File: src/rtl/phy_i2c_pkg.sv
package phy_i2c_pkg;

  localparam logic [15:0] OFS_DEV  = 16'h3020;
  localparam logic [15:0] OFS_REG  = 16'h3021;
  localparam logic [15:0] OFS_WHI  = 16'h3022;
  localparam logic [15:0] OFS_WLO  = 16'h3023;
  localparam logic [15:0] OFS_RHI  = 16'h3024;
  localparam logic [15:0] OFS_RLO  = 16'h3025;
  localparam logic [15:0] OFS_OP   = 16'h3026;
  localparam logic [15:0] OFS_STAT = 16'h0108;
  localparam logic [15:0] OFS_MUTE = 16'h0188;

  typedef enum logic [2:0] {
    SYM_IDLE, SYM_START, SYM_RESTART, SYM_BIT, SYM_STOP
  } sym_e;

  // SCL level for each symbol phase (four phases per symbol)
  function automatic logic scl_level(sym_e s, logic [1:0] ph);
    case (s)
      SYM_START:             return ph != 2'd3;
      SYM_RESTART, SYM_BIT:  return (ph == 2'd1) || (ph == 2'd2);
      SYM_STOP:              return ph != 2'd0;
      default:               return 1'b1;
    endcase
  endfunction

  // 1 when the master pulls SDA low
  function automatic logic sda_pull(sym_e s, logic [1:0] ph, logic bit_zero);
    case (s)
      SYM_START, SYM_RESTART: return ph >= 2'd2;
      SYM_STOP:               return ph <= 2'd1;
      SYM_BIT:                return bit_zero;
      default:                return 1'b0;
    endcase
  endfunction

  // byte sent at a given position of the frame
  function automatic logic [7:0] tx_byte(logic [2:0] idx, logic rd, logic [7:0] dev,
                                         logic [7:0] ra, logic [7:0] hi, logic [7:0] lo);
    case (idx)
      3'd0:    return {dev[6:0], 1'b0};
      3'd1:    return ra;
      3'd2:    return rd ? {dev[6:0], 1'b1} : hi;
      3'd3:    return lo;
      default: return 8'hFF;
    endcase
  endfunction

  function automatic logic is_rx_byte(logic rd, logic [2:0] idx);
    return rd && (idx >= 3'd3);
  endfunction

  // symbol that follows a successfully acknowledged byte
  function automatic sym_e next_sym(logic rd, logic [2:0] idx);
    if (!rd) return (idx < 3'd3) ? SYM_BIT : SYM_STOP;
    case (idx)
      3'd1:    return SYM_RESTART;
      3'd4:    return SYM_STOP;
      default: return SYM_BIT;
    endcase
  endfunction

endpackage

File: src/rtl/phy_i2c_tick.sv
module phy_i2c_tick #(
  parameter int DIV = 125
) (
  input  logic clk,
  input  logic rst_n,
  input  logic en,
  output logic tick
);
  generate
    if (DIV <= 1) begin : g_pass
      assign tick = en;
    end else begin : g_cnt
      localparam int CW = $clog2(DIV);
      logic [CW-1:0] cnt;
      always_ff @(posedge clk or negedge rst_n) begin
        if (!rst_n)                            cnt <= '0;
        else if (!en || cnt == CW'(DIV - 1))   cnt <= '0;
        else                                   cnt <= cnt + 1'b1;
      end
      assign tick = en && (cnt == CW'(DIV - 1));

      p_tick_gap_r11: assert property (@(posedge clk) disable iff (!rst_n)
        tick |=> !tick);
    end
  endgenerate

  p_tick_needs_en_r11: assert property (@(posedge clk) disable iff (!rst_n)
    tick |-> en);
endmodule

File: src/rtl/phy_i2c_seq.sv
module phy_i2c_seq
  import phy_i2c_pkg::*;
(
  input  logic       clk,
  input  logic       rst_n,
  input  logic       tick,
  input  logic       start_req,
  input  logic       start_rd,
  input  logic [7:0] dev,
  input  logic [7:0] ra,
  input  logic [7:0] whi,
  input  logic [7:0] wlo,
  input  logic       sda_i,
  output logic       scl_o,
  output logic       sda_oe,
  output logic       busy,
  output logic       done_p,
  output logic       err_p,
  output logic [7:0] rd_hi,
  output logic [7:0] rd_lo
);
  sym_e       sym;
  logic [1:0] phase;
  logic [3:0] bit_idx;
  logic [2:0] byte_idx;
  logic       op_rd, fail, ack_smp;
  logic [7:0] tx_sh, rx_sh;

  logic rx_byte, bit_zero, byte_end, nack_ev, cond_edge;
  sym_e after_byte;

  assign busy      = (sym != SYM_IDLE);
  assign rx_byte   = is_rx_byte(op_rd, byte_idx);
  assign bit_zero  = (bit_idx < 4'd8) ? (!rx_byte && !tx_sh[7])
                                      : (rx_byte && byte_idx == 3'd3);
  assign byte_end  = tick && phase == 2'd3 && sym == SYM_BIT && bit_idx == 4'd8;
  assign nack_ev   = byte_end && !rx_byte && ack_smp;
  assign after_byte = next_sym(op_rd, byte_idx);
  assign cond_edge = (sym == SYM_START || sym == SYM_RESTART || sym == SYM_STOP)
                     && phase == 2'd2;
  assign scl_o     = scl_level(sym, phase);
  assign sda_oe    = sda_pull(sym, phase, bit_zero);

  always_ff @(posedge clk or negedge rst_n) begin
    if (!rst_n) begin
      sym <= SYM_IDLE; phase <= '0; bit_idx <= '0; byte_idx <= '0;
      op_rd <= 1'b0; fail <= 1'b0; ack_smp <= 1'b0;
      tx_sh <= '0; rx_sh <= '0; rd_hi <= '0; rd_lo <= '0;
      done_p <= 1'b0; err_p <= 1'b0;
    end else begin
      done_p <= 1'b0;
      err_p  <= 1'b0;
      if (sym == SYM_IDLE) begin
        if (start_req) begin
          sym <= SYM_START; phase <= '0; op_rd <= start_rd; fail <= 1'b0;
        end
      end else if (tick) begin
        phase <= phase + 1'b1;
        if (phase == 2'd2 && sym == SYM_BIT) begin
          if (bit_idx < 4'd8) rx_sh <= {rx_sh[6:0], sda_i};
          else                ack_smp <= sda_i;
        end
        if (phase == 2'd3) begin
          case (sym)
            SYM_START: begin
              sym <= SYM_BIT; bit_idx <= '0; byte_idx <= 3'd0;
              tx_sh <= tx_byte(3'd0, op_rd, dev, ra, whi, wlo);
            end
            SYM_RESTART: begin
              sym <= SYM_BIT; bit_idx <= '0; byte_idx <= 3'd2;
              tx_sh <= tx_byte(3'd2, op_rd, dev, ra, whi, wlo);
            end
            SYM_BIT: begin
              if (bit_idx != 4'd8) begin
                bit_idx <= bit_idx + 1'b1;
                tx_sh   <= {tx_sh[6:0], 1'b1};
              end else begin
                if (rx_byte && byte_idx == 3'd3) rd_hi <= rx_sh;
                if (rx_byte && byte_idx == 3'd4) rd_lo <= rx_sh;
                if (nack_ev) begin
                  fail <= 1'b1; sym <= SYM_STOP;
                end else begin
                  sym <= after_byte;
                  if (after_byte == SYM_BIT) begin
                    byte_idx <= byte_idx + 1'b1;
                    bit_idx  <= '0;
                    tx_sh    <= tx_byte(3'(byte_idx + 1'b1), op_rd, dev, ra, whi, wlo);
                  end
                end
              end
            end
            SYM_STOP: begin
              sym <= SYM_IDLE;
              if (fail) err_p  <= 1'b1;
              else      done_p <= 1'b1;
            end
            default: sym <= SYM_IDLE;
          endcase
        end
      end
    end
  end

  p_sda_moves_scl_low_r10: assert property (@(posedge clk) disable iff (!rst_n)
    ($past(scl_o) && scl_o && (sda_oe != $past(sda_oe))) |-> cond_edge);
  p_busy_keeps_dir_r9: assert property (@(posedge clk) disable iff (!rst_n)
    (busy && start_req) |=> $stable(op_rd));
  p_nack_goes_stop_r6: assert property (@(posedge clk) disable iff (!rst_n)
    nack_ev |=> (sym == SYM_STOP));
endmodule

File: src/rtl/phy_i2c_irq.sv
module phy_i2c_irq (
  input  logic       clk,
  input  logic       rst_n,
  input  logic       set_done,
  input  logic       set_err,
  input  logic       clr_en,
  input  logic [1:0] clr_mask,
  input  logic       mute_we,
  input  logic [1:0] mute_wd,
  output logic [1:0] stat,
  output logic [1:0] mute,
  output logic       irq
);
  logic [1:0] clr_eff;
  assign clr_eff = clr_en ? clr_mask : 2'b00;

  always_ff @(posedge clk or negedge rst_n) begin
    if (!rst_n) begin
      stat <= '0;
      mute <= '0;
    end else begin
      stat <= (stat & ~clr_eff) | {set_done, set_err};
      if (mute_we) mute <= mute_wd;
    end
  end

  assign irq = |(stat & ~mute);

  p_done_sets_r7: assert property (@(posedge clk) disable iff (!rst_n)
    set_done |=> stat[1]);
  p_err_sets_r7: assert property (@(posedge clk) disable iff (!rst_n)
    set_err |=> stat[0]);
  p_clear_done_r7: assert property (@(posedge clk) disable iff (!rst_n)
    (clr_en && clr_mask[1] && !set_done) |=> !stat[1]);
  p_full_mute_r8: assert property (@(posedge clk) disable iff (!rst_n)
    (mute == 2'b11) |-> !irq);
endmodule

File: src/rtl/phy_i2c_cmd_master.sv
module phy_i2c_cmd_master
  import phy_i2c_pkg::*;
#(
  parameter int CLK_DIV = 125
) (
  input  logic        clk,
  input  logic        rst_n,
  input  logic [15:0] bus_addr,
  input  logic        bus_we,
  input  logic [7:0]  bus_wdata,
  output logic [7:0]  bus_rdata,
  output logic        scl_o,
  output logic        sda_oe,
  input  logic        sda_i,
  output logic        irq
);
  logic [7:0] dev_q, reg_q, whi_q, wlo_q, rd_hi, rd_lo;
  logic [1:0] stat, mute;
  logic       busy, done_p, err_p, tick, start_req, start_rd;

  always_ff @(posedge clk or negedge rst_n) begin
    if (!rst_n) begin
      dev_q <= '0; reg_q <= '0; whi_q <= '0; wlo_q <= '0;
    end else if (bus_we) begin
      case (bus_addr)
        OFS_DEV: dev_q <= bus_wdata;
        OFS_REG: reg_q <= bus_wdata;
        OFS_WHI: whi_q <= bus_wdata;
        OFS_WLO: wlo_q <= bus_wdata;
        default: ;
      endcase
    end
  end

  // write bit wins when both operation bits are set
  assign start_req = bus_we && (bus_addr == OFS_OP) && (|bus_wdata[1:0]);
  assign start_rd  = !bus_wdata[1];

  always_comb begin
    case (bus_addr)
      OFS_DEV:  bus_rdata = dev_q;
      OFS_REG:  bus_rdata = reg_q;
      OFS_WHI:  bus_rdata = whi_q;
      OFS_WLO:  bus_rdata = wlo_q;
      OFS_RHI:  bus_rdata = rd_hi;
      OFS_RLO:  bus_rdata = rd_lo;
      OFS_STAT: bus_rdata = {6'd0, stat};
      OFS_MUTE: bus_rdata = {6'd0, mute};
      default:  bus_rdata = 8'h00;
    endcase
  end

  phy_i2c_tick #(.DIV(CLK_DIV)) u_tick (
    .clk(clk), .rst_n(rst_n), .en(busy), .tick(tick)
  );

  phy_i2c_seq u_seq (
    .clk(clk), .rst_n(rst_n), .tick(tick),
    .start_req(start_req), .start_rd(start_rd),
    .dev(dev_q), .ra(reg_q), .whi(whi_q), .wlo(wlo_q),
    .sda_i(sda_i), .scl_o(scl_o), .sda_oe(sda_oe), .busy(busy),
    .done_p(done_p), .err_p(err_p), .rd_hi(rd_hi), .rd_lo(rd_lo)
  );

  phy_i2c_irq u_irq (
    .clk(clk), .rst_n(rst_n), .set_done(done_p), .set_err(err_p),
    .clr_en(bus_we && bus_addr == OFS_STAT), .clr_mask(bus_wdata[1:0]),
    .mute_we(bus_we && bus_addr == OFS_MUTE), .mute_wd(bus_wdata[1:0]),
    .stat(stat), .mute(mute), .irq(irq)
  );

  p_outcome_when_idle_r5: assert property (@(posedge clk) disable iff (!rst_n)
    (done_p || err_p) |-> !busy);
  p_end_has_outcome_r5: assert property (@(posedge clk) disable iff (!rst_n)
    $fell(busy) |-> (done_p || err_p));
  p_irq_has_source_r8: assert property (@(posedge clk) disable iff (!rst_n)
    irq |-> (stat != 2'b00));
endmodule

File: config.mk
export PLATFORM = sky130hd
export DESIGN_NAME = phy_i2c_cmd_master
export DESIGN_NICKNAME = d
export VERILOG_FILES = /design/src/rtl/phy_i2c_pkg.sv /design/src/rtl/phy_i2c_tick.sv /design/src/rtl/phy_i2c_seq.sv /design/src/rtl/phy_i2c_irq.sv /design/src/rtl/phy_i2c_cmd_master.sv
export SDC_FILE = /design/constraint.sdc
export NUM_CORES = 1
export LEC_CHECK = 0
export BUFFER_PORTS_ARGS = -buffer_cell sky130_fd_sc_hd__buf_2
export CORE_UTILIZATION = 30
export CTS_CLUSTER_DIAMETER = 120
export DETAILED_ROUTE_END_ITERATION = 16
export GPL_TIMING_DRIVEN = 0
export PLACE_DENSITY = 0.54
export SLEW_MARGIN = 10
export SYNTH_ARGS = -nofsm -noshare
export SYNTH_HDL_FRONTEND = slang
export SYNTH_SLANG_ARGS = --single-unit
File: constraint.sdc
create_clock -name clk -period 2.58 [get_ports clk]
set_input_delay 0.387 -clock clk [delete_from_list [all_inputs] [get_ports clk]]
set_output_delay 0.387 -clock clk [all_outputs]
set_load 0.03 [all_outputs]
After elaboration in Yosys (flattened, before gate mapping)
Cells that the tools add are included.
{ "totals": {"ram_bits": 0, "word_cells": 172, "memories": 0, "in_bits": 28, "latchBits": 0, "out_inout_bits": 11, "rom_bits": 0, "ff_bits": 92} }
{ "op_classes": {"n_div": 0, "n_mux": 50, "n_lt_le_gt_ge": 5, "addsub": 4, "n_shift": 0, "mul": 0, "n_eq_ne": 35, "bitwise_logic": 8, "reduce_logical": 50} }
{ "ops": {"columns": ["op", "count"], "rows": [
  ["16-bit by 14-bit equality test with 1-bit output (second input constant)", 7],
  ["8-bit case mux with 8 select lines", 1],
  ["3-bit 2-to-1 mux", 11],
  ["16-bit by 9-bit equality test with 1-bit output (second input constant)", 2],
  ["8-bit 2-to-1 mux", 4],
  ["8-bit case mux with 4 select lines", 1],
  ["6-bit AND reduction", 5],
  ["8-bit case mux with 3 select lines", 1],
  ["3-bit by 2-bit equality test with 1-bit output (second input constant)", 6],
  ["1-bit 2-to-1 mux", 18],
  ["1-bit logical AND", 15],
  ["4-bit 2-to-1 mux", 3],
  ["3-bit case mux with 2 select lines", 2],
  ["2-bit AND reduction", 6],
  ["4-bit AND reduction", 3],
  ["2-bit nonzero test", 6],
  ["2-bit != test (second input constant)", 5],
  ["3-bit by 1-bit equality test with 1-bit output (second input constant)", 3],
  ["3-bit != test (second input constant)", 3],
  ["3-bit case mux with 3 select lines", 1],
  ["2-bit 2-to-1 mux", 4],
  ["4-bit case mux with 2 select lines", 1],
  ["2-bit OR reduction", 4],
  ["7-bit by 1-bit adder with 7-bit output (second input constant)", 1],
  ["other kinds (26)", 39]
]} }

Longest topological paths before layout
Gate-level depths: netlist of the first run.
{ "depth": {"depth_word": 13, "ltp_mapped": 9, "depth_no_buf": 7} }

Modules after synthesis
Synthesis of the first run repeated with hierarchy kept, for this count alone.
{ "unflattened": {"hier_cells": 461, "area_unflattened_um2": 5232.5} }
{ "by_module_without_submodules": {"columns": ["mod", "cells_each", "seq_area_each_um2", "n_inst", "area_each_um2"], "rows": [
  ["phy_i2c_seq", 280, 1226.2, 1, 2921.6],
  ["phy_i2c_cmd_master", 132, 800.8, 1, 1799.2],
  ["phy_i2c_tick", 36, 175.2, 1, 352.8],
  ["phy_i2c_irq", 13, 100.1, 1, 158.9]
]} }

Worst setup path before layout of the first run
No wires, ideal clock.
{ "synth_timing": {"path_type": "register -> output", "start": "register u_seq.byte_idx[0]", "end": "output port sda_oe", "path_slack_ps": 65, "t_required_ps": 2193, "n_path_buf": 0, "arrival_ps": 2128, "stages_incl_launch_ff": 8, "path_cell_list": "dfrtp_1 > ha_1 > ha_1 > a211oi_1 > nor2_1 > nor3_1 > a31oi_1 > o21ai_0"} }
{ "synth_between": {"elab_chain_len": 6, "word_cells_on_any_way": 8, "cone_classes": "order compare (1); eq/ne (1); mux (2); reduce/logical (4)"} }
{ "synth_lines": {"columns": ["element", "line_no", "rtl"], "rows": [
  ["start: declaration", "phy_i2c_seq.sv:25", "logic [2:0] byte_idx;"],
  ["start signal: assignment", "phy_i2c_seq.sv:85", "byte_idx <= byte_idx + 1'b1;"],
  ["3-bit by 2-bit greater-or-equal comparator with 1-bit output", "phy_i2c_pkg.sv:50", "return rd && (idx >= 3'd3);"],
  ["1-bit logical AND", "phy_i2c_pkg.sv:50", null],
  ["1-bit zero test", "phy_i2c_seq.sv:34", "assign bit_zero = (bit_idx < 4'd8) ? (!rx_byte && !tx_sh[7])"],
  ["1-bit logical AND", "phy_i2c_seq.sv:34", null],
  ["1-bit 2-to-1 mux (*)", "phy_i2c_seq.sv:34", null],
  ["1-bit case mux with 3 select lines (*)", "phy_i2c_pkg.sv:29", "case (s)"],
  ["end: declaration", "phy_i2c_cmd_master.sv:13", "output logic sda_oe,"]
]} }
Every way passes the cells marked *; elsewhere a longest branch is shown, timed or not.

Final worst setup path of the first run
Same ends and word-level chain as after synthesis.

==> run_results.csv, run 1 <==
group,metric,value,unit
placed_design,place_ws,-0.0461,ns
floorplan,ios,39,
cts,cts-hold-fix-buffers,0,
setup_path,path_buf_inv,1,
setup_path,crit_path_max_incr_delay,0.44,ns
synthesis,synth_seq_area_share,44.0,%
routing,wl_per_cell,17.6,µm
synthesis,synth.ff_latch_count,92,
setup_path,required,2.19,ns
floorplan,die_area,18000,µm²
synthesis,yosys-top-cells-area,"dfrtp_1 (44%), mux2_2 (12%), mux2i_1 (4.8%)",
synthesis,synthMuxAreaShare,19.1,%
status,status,"complete, but fails checks",
synthesis,synth_fa_ha_area_share,3.58,%
timing,finClkSkew,0.0106,ns
cts,root_buffer,"clkbuf_16",
final_layout,synthToLayoutAreaGrowth,15.6,%
floorplan,initial_core_util,31.1,%
setup_path,reg2reg_depth,8,
cts,numCtsBuffers,9,
timing,slew_viol_final,0,
placed_design,place_hpwl,10200,µm
setup_path,r2r-start,"u_seq.byte_idx[0]$_DFFE_PN0P_",
setup_path,r2r-end,"u_seq.tx_sh[4]$_DFFE_PN0P_",
setup_path,worstPathCellList,"ha_1 > ha_1 > a211oi_2 > nor2_1 > nor3_1 > a31oi_1 > o21ai_1 > buf_4",
timing,finalCriticalPeriod,2.57,ns
run,maxCapViolCount,0,
synthesis,yosys.area.top_type_share,44.0,%
timing,rsz0062_at_grt,"true",
cts,cts.clk_slew.worst_paths,0.06,ns
final_layout,fin_area,6050,µm²
grt,grt_pass1_wl,21900,µm
setup_path,end_kind,"output port",
synthesis,synth_top_family_by_area,"multiplexers",
synthesis,yosys.area_share.simple,14.3,%
floorplan,core_area,16800,µm²
timing,hold_violations,6,
synthesis,yosysWarnings,0,
grt,grt_usage,15.5,%
synthesis,ys_types,63,
placed_design,io_buffers,37,
synthesis,synthTopCellsByCount,"dfrtp_1 (92), mux2_2 (54), nor2_1 (38)",
status,violations,"hold timing",
power,power.density,476,nW/µm²
final_layout,nets,576,
synthesis,async_flop_share,100,%
timing,hold-worst-slack,-0.0110,ns
synthesis,synthesis.instances,482,
setup_path,path_class,"register to output port",
setup_path,critical_path.max_fanout,5,
synthesis,synthFlopType,"dfrtp_1",
cts,cts.sinks,92,
timing,relSlewSlack,43.3,%
synthesis,synth_most_common_cell,"dfrtp_1",
grt,grt_pass1_vias,4152,
placed_design,dpl-instance-area,5730,µm²
synthesis,synth_xor_area_share,1.00,%
routing,vias_per_cell,5.33,
power,irDropWorstVdd,0.327,mV
routing,drc,0,
routing,via_count,4036,
synthesis,syn_area,5240,µm²
setup_path,path_common_cell,"ha_1",
timing,setup_violations,0,
routing,drt.antenna.violating_nets,0,
power,cellLeakagePower,0.00267,µW
timing,fmax,389,MHz
synthesis,synth_edf_count,0,
grt,grt_max_degree,58,
grt,antenna_found_initial,0,
floorplan,die_y,134,µm
synthesis,synth_compound_area_share,14.6,%
floorplan,die_width,134,µm
placed_design,place_congestion,0.850,
setup_path,critPathArrivalTime,2.19,ns
final_layout,antennaDiodeCount,0,
final_layout,drive_above_1_share,28.5,%
timing,fin_crit_sh,99.8,%
grt,grt-ovfl-total,0,
synthesis,syn_nets,525,
setup_path,worst_setup_path_start_kind,"register",
cts,clockBufferDepth,2,
cts,worstSkewPairLatency,0.35,ns
min_path,holdCritPathClass,"input pin to asynchronous set/reset pin",
cts,ctsHtreeMaxLevel,3,
setup_path,r2r_slack,0.16,ns
synthesis,synth_top_cell_by_area,"dfrtp_1",
routing,dr.pass1.iters,4,
synthesis,avgSynthCellArea,10.9,µm²
setup_path,path_delay_family,"adder cells",
floorplan,row_count,47,
setup_path,slowest_stage,"dfrtp_1",
timing,layout_setup_ws,0.00636,ns
timing,worst_pin_slew,0.845,ns
routing,routed_wl,13300,µm
cts,tritoncts,"yes",
routing,drt_iter0_markers,205,
cells by family (layout without fill, tap and decap cells):
logic type      after synthesis  after routing
buf+inv                      43             98
fa+ha+maj                    15             15
mux                          88             88
compound gates              104            104
simple gates                134            134
xor+xnor                      6              6
flops                        92             92
worst max-delay path by stage:
stage / slack (ns) / to / depth (start not counted) / startpoint
2_1_floorplan: 0.07 / sda_oe / 7 / u_seq.byte_idx[0]$_DFFE_PN0P_
3_3_place_gp: 0.05 / bus_rdata[3] / 7 / bus_addr[11]
3_5_place_dp: -0.05 / bus_rdata[3] / 7 / bus_addr[11]
4_1_cts: 0.004 / sda_oe / 8 / u_seq.byte_idx[0]$_DFFE_PN0P_
5_1_grt: -0.11 / sda_oe / 8 / u_seq.byte_idx[0]$_DFFE_PN0P_
6_report: 0.006 / sda_oe / 8 / u_seq.byte_idx[0]$_DFFE_PN0P_
per-layer routing:
| metal | up-vias | global-route usage (%) | routed length (µm) |
|---|---|---|---|
| li1 | 1904 | - | - |
| met1 | 2026 | 20.9 | 6280 |
| met2 | 92 | 25.5 | 6370 |
| met3 | 14 | 3.17 | 568 |
| met4 | 0 | 3.62 | 115 |
| met5 | - | 0 | 0 |
final cells by class:
type | count | area, µm²
fill | 1720 | 10800
multi-input combinational | 347 | 2770
sequential | 92 | 2300
tap | 220 | 275
timing repair buffer | 40 | 233
clock buffer | 9 | 225
buffer | 20 | 95.1
inverter | 23 | 86.3
clock inverter | 6 | 71.3
cell usage in the layout, fill, tap and decap left out, types with 10 or more instances in the layout:
cell	netlist	layout
dfrtp_1	92	92
mux2_2	54	54
buf_2	9	44
nor2_1	38	35
nand2_1	27	27
mux2i_1	25	25
nand3_1	24	24
inv_1	23	23
o21ai_0	20	19
ha_1	15	15
a31oi_1	10	10
timing repair:
action | 4_1_cts | 5_1_grt
endpoints found under the setup margin | 4 | 5
pin swaps | 1 | 1
setup buffers | 0 | 2
endpoints found under the hold margin | 0 | 0
gates resized for setup | 5 | 3
stage by stage:
stage | utilization [%] | total power (µW) | setup TNS (ns) | cells
after floorplan | - | 1490 | 0 | 482
after global placement | 33.9 | 1560 | 0 | 739
after detailed placement | 34.1 | 1570 | -0.0579 | 740
after CTS | 35.9 | 2920 | 0 | 755
after global routing | 36.0 | 3000 | -0.106 | 757
final | 36.0 | 2880 | 0 | 757
state kept, by name, indices dropped and copies added, names as in the netlist, 2 cells and up:
signal	flops
dev_q	8
reg_q	8
u_irq.mute	2
u_irq.stat	2
u_seq.bit_idx	4
u_seq.byte_idx	3
u_seq.phase	2
u_seq.rd_hi	8
u_seq.rd_lo	8
u_seq.rx_sh	8
u_seq.sym	3
u_seq.tx_sh	8
u_tick.g_cnt.cnt	7
whi_q	8
wlo_q	8
report_power, final:
| group | switching [µW] | leakage, µW | internal, µW |
|---|---|---|---|
| registers | 1.15 | 0.00128 | 1440 |
| clock network | 588 | 0.000139 | 754 |
| logic | 65.0 | 0.00125 | 31.6 |
(Power assumes the default switching activity.)
==> run 2, diff against run 1 <==
--- a/config.mk
+++ b/config.mk
@@ -6,6 +6,7 @@
 export NUM_CORES = 1
 export LEC_CHECK = 0
 export BUFFER_PORTS_ARGS = -buffer_cell sky130_fd_sc_hd__buf_2
+export CORE_MARGIN = 2
 export CORE_UTILIZATION = 30
 export CTS_CLUSTER_DIAMETER = 120
 export DETAILED_ROUTE_END_ITERATION = 16
==> run 2 against run 1 <==
The run now ends clean. Total power is 1.9% higher. Die area is 3.0% higher. Count of clock-buffer cells in the layout grew 1. Maximum frequency up 0.41%. Final cell count is 1.1% higher. Routed wire length increased by 2.0%. Critical endpoint unchanged. Largest power group unchanged. Highest routed layer unchanged.
==> run_results.csv, run 2 (synthesis gave the netlist of run 1 again) <==
group,metric,value,unit
placed_design,place_congestion,0.831,
routing,routed_wl,13600,µm
floorplan,core_area,17200,µm²
power,irDropWorstVdd,0.316,mV
timing,fmax,390,MHz
final_layout,final_cell_mix,"dfrtp_1 (92), mux2_2 (54), buf_2 (44), nor2_1 (35), nand2_1 (27)",
placed_design,place_hpwl,10300,µm
final_layout,fin_util,35.5,%
timing,finClkSkew,0.00637,ns
timing,setup_tns,0,ns
timing,worst_pin_slew,0.799,ns
setup_path,reg2reg_depth,8,
final_layout,fin_area,6090,µm²
cts,ctsHtreeMaxLevel,3,
floorplan,ios,39,
timing,relSlewSlack,46.3,%
timing,hold_violations,0,
routing,vias_per_cell,5.34,
floorplan,die_width,136,µm
final_layout,synthToLayoutAreaGrowth,16.3,%
setup_path,slowest_stage,"dfrtp_1",
cts,cts.sinks,92,
routing,drc,0,
setup_path,worstPathCellList,"ha_1 > ha_1 > a211oi_2 > nor2_1 > nor3_1 > a31oi_1 > o21ai_1 > buf_4",
timing,setup_violations,0,
placed_design,place_ws,-0.000103,ns
setup_path,r2r_slack,0.14,ns
floorplan,row_count,48,
final_layout,nets,578,
routing,dr.pass1.iters,4,
power,cellLeakagePower,0.00269,µW
power,power.density,482,nW/µm²
setup_path,required,2.19,ns
cts,tritoncts,"yes",
cts,numCtsBuffers,9,
grt,grt_pass1_vias,4085,
run,maxCapViolCount,0,
timing,slew_viol_final,0,
setup_path,path_class,"register to output port",
floorplan,initial_core_util,30.5,%
setup_path,worst_setup_path_start_kind,"register",
power,sequentialPowerShare,49.1,%
setup_path,critPathArrivalTime,2.18,ns
grt,antenna_found_initial,0,
routing,drt_iter0_markers,319,
setup_path,end_kind,"output port",
placed_design,dpl-instance-area,5730,µm²
routing,wl_per_cell,17.8,µm
grt,grt_pass1_wl,22000,µm
setup_path,r2r-start,"u_seq.byte_idx[1]$_DFFE_PN0P_",
setup_path,crit_path_max_incr_delay,0.44,ns
routing,via_count,4086,
power,combPwrFrac,3.3,%
placed_design,io_buffers,37,
cts,clockBufferDepth,2,
setup_path,cp-startpoint,"u_seq.byte_idx[1]$_DFFE_PN0P_",
timing,fin_crit_sh,99.3,%
power,p_int,2240,µW
setup_path,r2r-end,"u_seq.byte_idx[2]$_DFFE_PN0P_",
final_layout,fillers,1764,
min_path,holdCritPathClass,"input pin to register",
grt,grt-ovfl-total,0,
grt,grt_max_degree,63,
cts,root_buffer,"clkbuf_16",
cts,cts.clk_slew.worst_paths,0.07,ns
floorplan,die_y,136,µm
power,p_sw_share,23.6,%
floorplan,die_area,18500,µm²
power,clock_power_share,47.6,%
grt,grt_usage,15.3,%
final_layout,drive_above_1_share,28.7,%
cts,worstSkewPairLatency,0.36,ns
final_layout,antennaDiodeCount,0,
routing,drt.antenna.violating_nets,0,
timing,rsz0062_at_grt,"true",
setup_path,critical_path.max_fanout,5,
status,status,"finished, final reports clean",
setup_path,path_common_cell,"ha_1",
final_layout,layout_commonest_cell,"dfrtp_1",
power,switchingPower,693,µW
timing,finalCriticalPeriod,2.56,ns
power,p_total,2940,µW
setup_path,critPathCapture,"sda_oe",
timing,layout_setup_ws,0.0168,ns
run 2: cell types whose count changed in the layout (fill, tap and decap cells not counted), sizes merged:
cell	before	now
buf	50	51
clkbuf	19	20
clkinv	1	0
clkinvlp	2	0
dlygate4sd3	0	1
inv	25	28
run 2: what timing repair did:
item | in CTS | in global routing
setup endpoints to repair | 2 | 16
pin swaps | 2 | 2
endpoints found under the hold margin | 30 | 0
hold buffers | 1 | 0
gates cloned | 0 | 0
gates resized for setup | 5 | 6
setup buffers | 2 | 1
run 2: worst min-delay path by stage:
| stage | from | to | slack, ns | depth (start not counted) |
|---|---|---|---|---|
| 5_1_grt | bus_wdata[7] | reg_q[7]$_DFFE_PN0P_ | 0.30 | 2 |
| 4_1_cts | bus_wdata[7] | reg_q[7]$_DFFE_PN0P_ | 0.29 | 2 |
| 3_3_place_gp | u_seq.fail$_DFFE_PN0P_ | u_seq.done_p$_DFF_PN0_ | 0.41 | 1 |
| 2_1_floorplan | rst_n | dev_q[0]$_DFFE_PN0P_ | 0.09 | 0 |
| 3_5_place_dp | rst_n | u_tick.g_cnt.cnt[2]$_DFF_PN0_ | 0.35 | 1 |
| 6_report | bus_wdata[7] | reg_q[7]$_DFFE_PN0P_ | 0.30 | 2 |
run 2: per-stage QoR:
step | std cells | hold slack [ns]
floorplan | 482 | 0.0914
CTS | 764 | 0.289
detailed placement | 745 | 0.354
global placement | 744 | 0.413
finish | 765 | 0.297
global route | 765 | 0.297
run 2: area by class of cell:
cell class,count,area [µm²],share of cell area [%]
Multi-Input combinational cell,347,2770,45.5
Sequential cell,92,2300,37.8
Tap cell,225,282,4.62
Timing Repair Buffer,42,250,4.11
Clock buffer,10,229,3.76
Buffer,20,95.1,1.56
Inverter,23,86.3,1.42
Clock inverter,6,73.8,1.21
run 2: worst max-delay path: cells and delay by family (launching register included):
family                   cells  cell delay (ns)
flip-flops                   1             0.44
AO/OA/AOI/OAI                3             0.45
AND/OR/NAND/NOR              2             0.26
buffers and inverters        1             0.19
adder cells (fa/ha/maj)      2             0.48
run 2: power groups by stage:
stage / Clock [µW] / Sequential (µW) / Combinational [µW]
after floorplan: 0 / 1470 / 23.3
after global placement: 0 / 1470 / 90.8
after detailed placement: 0 / 1470 / 98.2
after CTS: 1430 / 1440 / 99.7
after global routing: 1490 / 1440 / 109
final: 1400 / 1440 / 97.1
run 2: layer usage:
| layer | up-vias | share of wire (%) | routed length [µm] | GRT usage (%) |
|---|---|---|---|---|
| li1 | 1906 | - | - | - |
| met3 | 16 | 4.2 | 577 | 3.84 |
| met4 | 0 | 1.5 | 208 | 3.82 |
| met5 | - | 0 | 0 | 0 |
| met2 | 90 | 48 | 6520 | 24.7 |
| met1 | 2074 | 46 | 6300 | 20.5 |
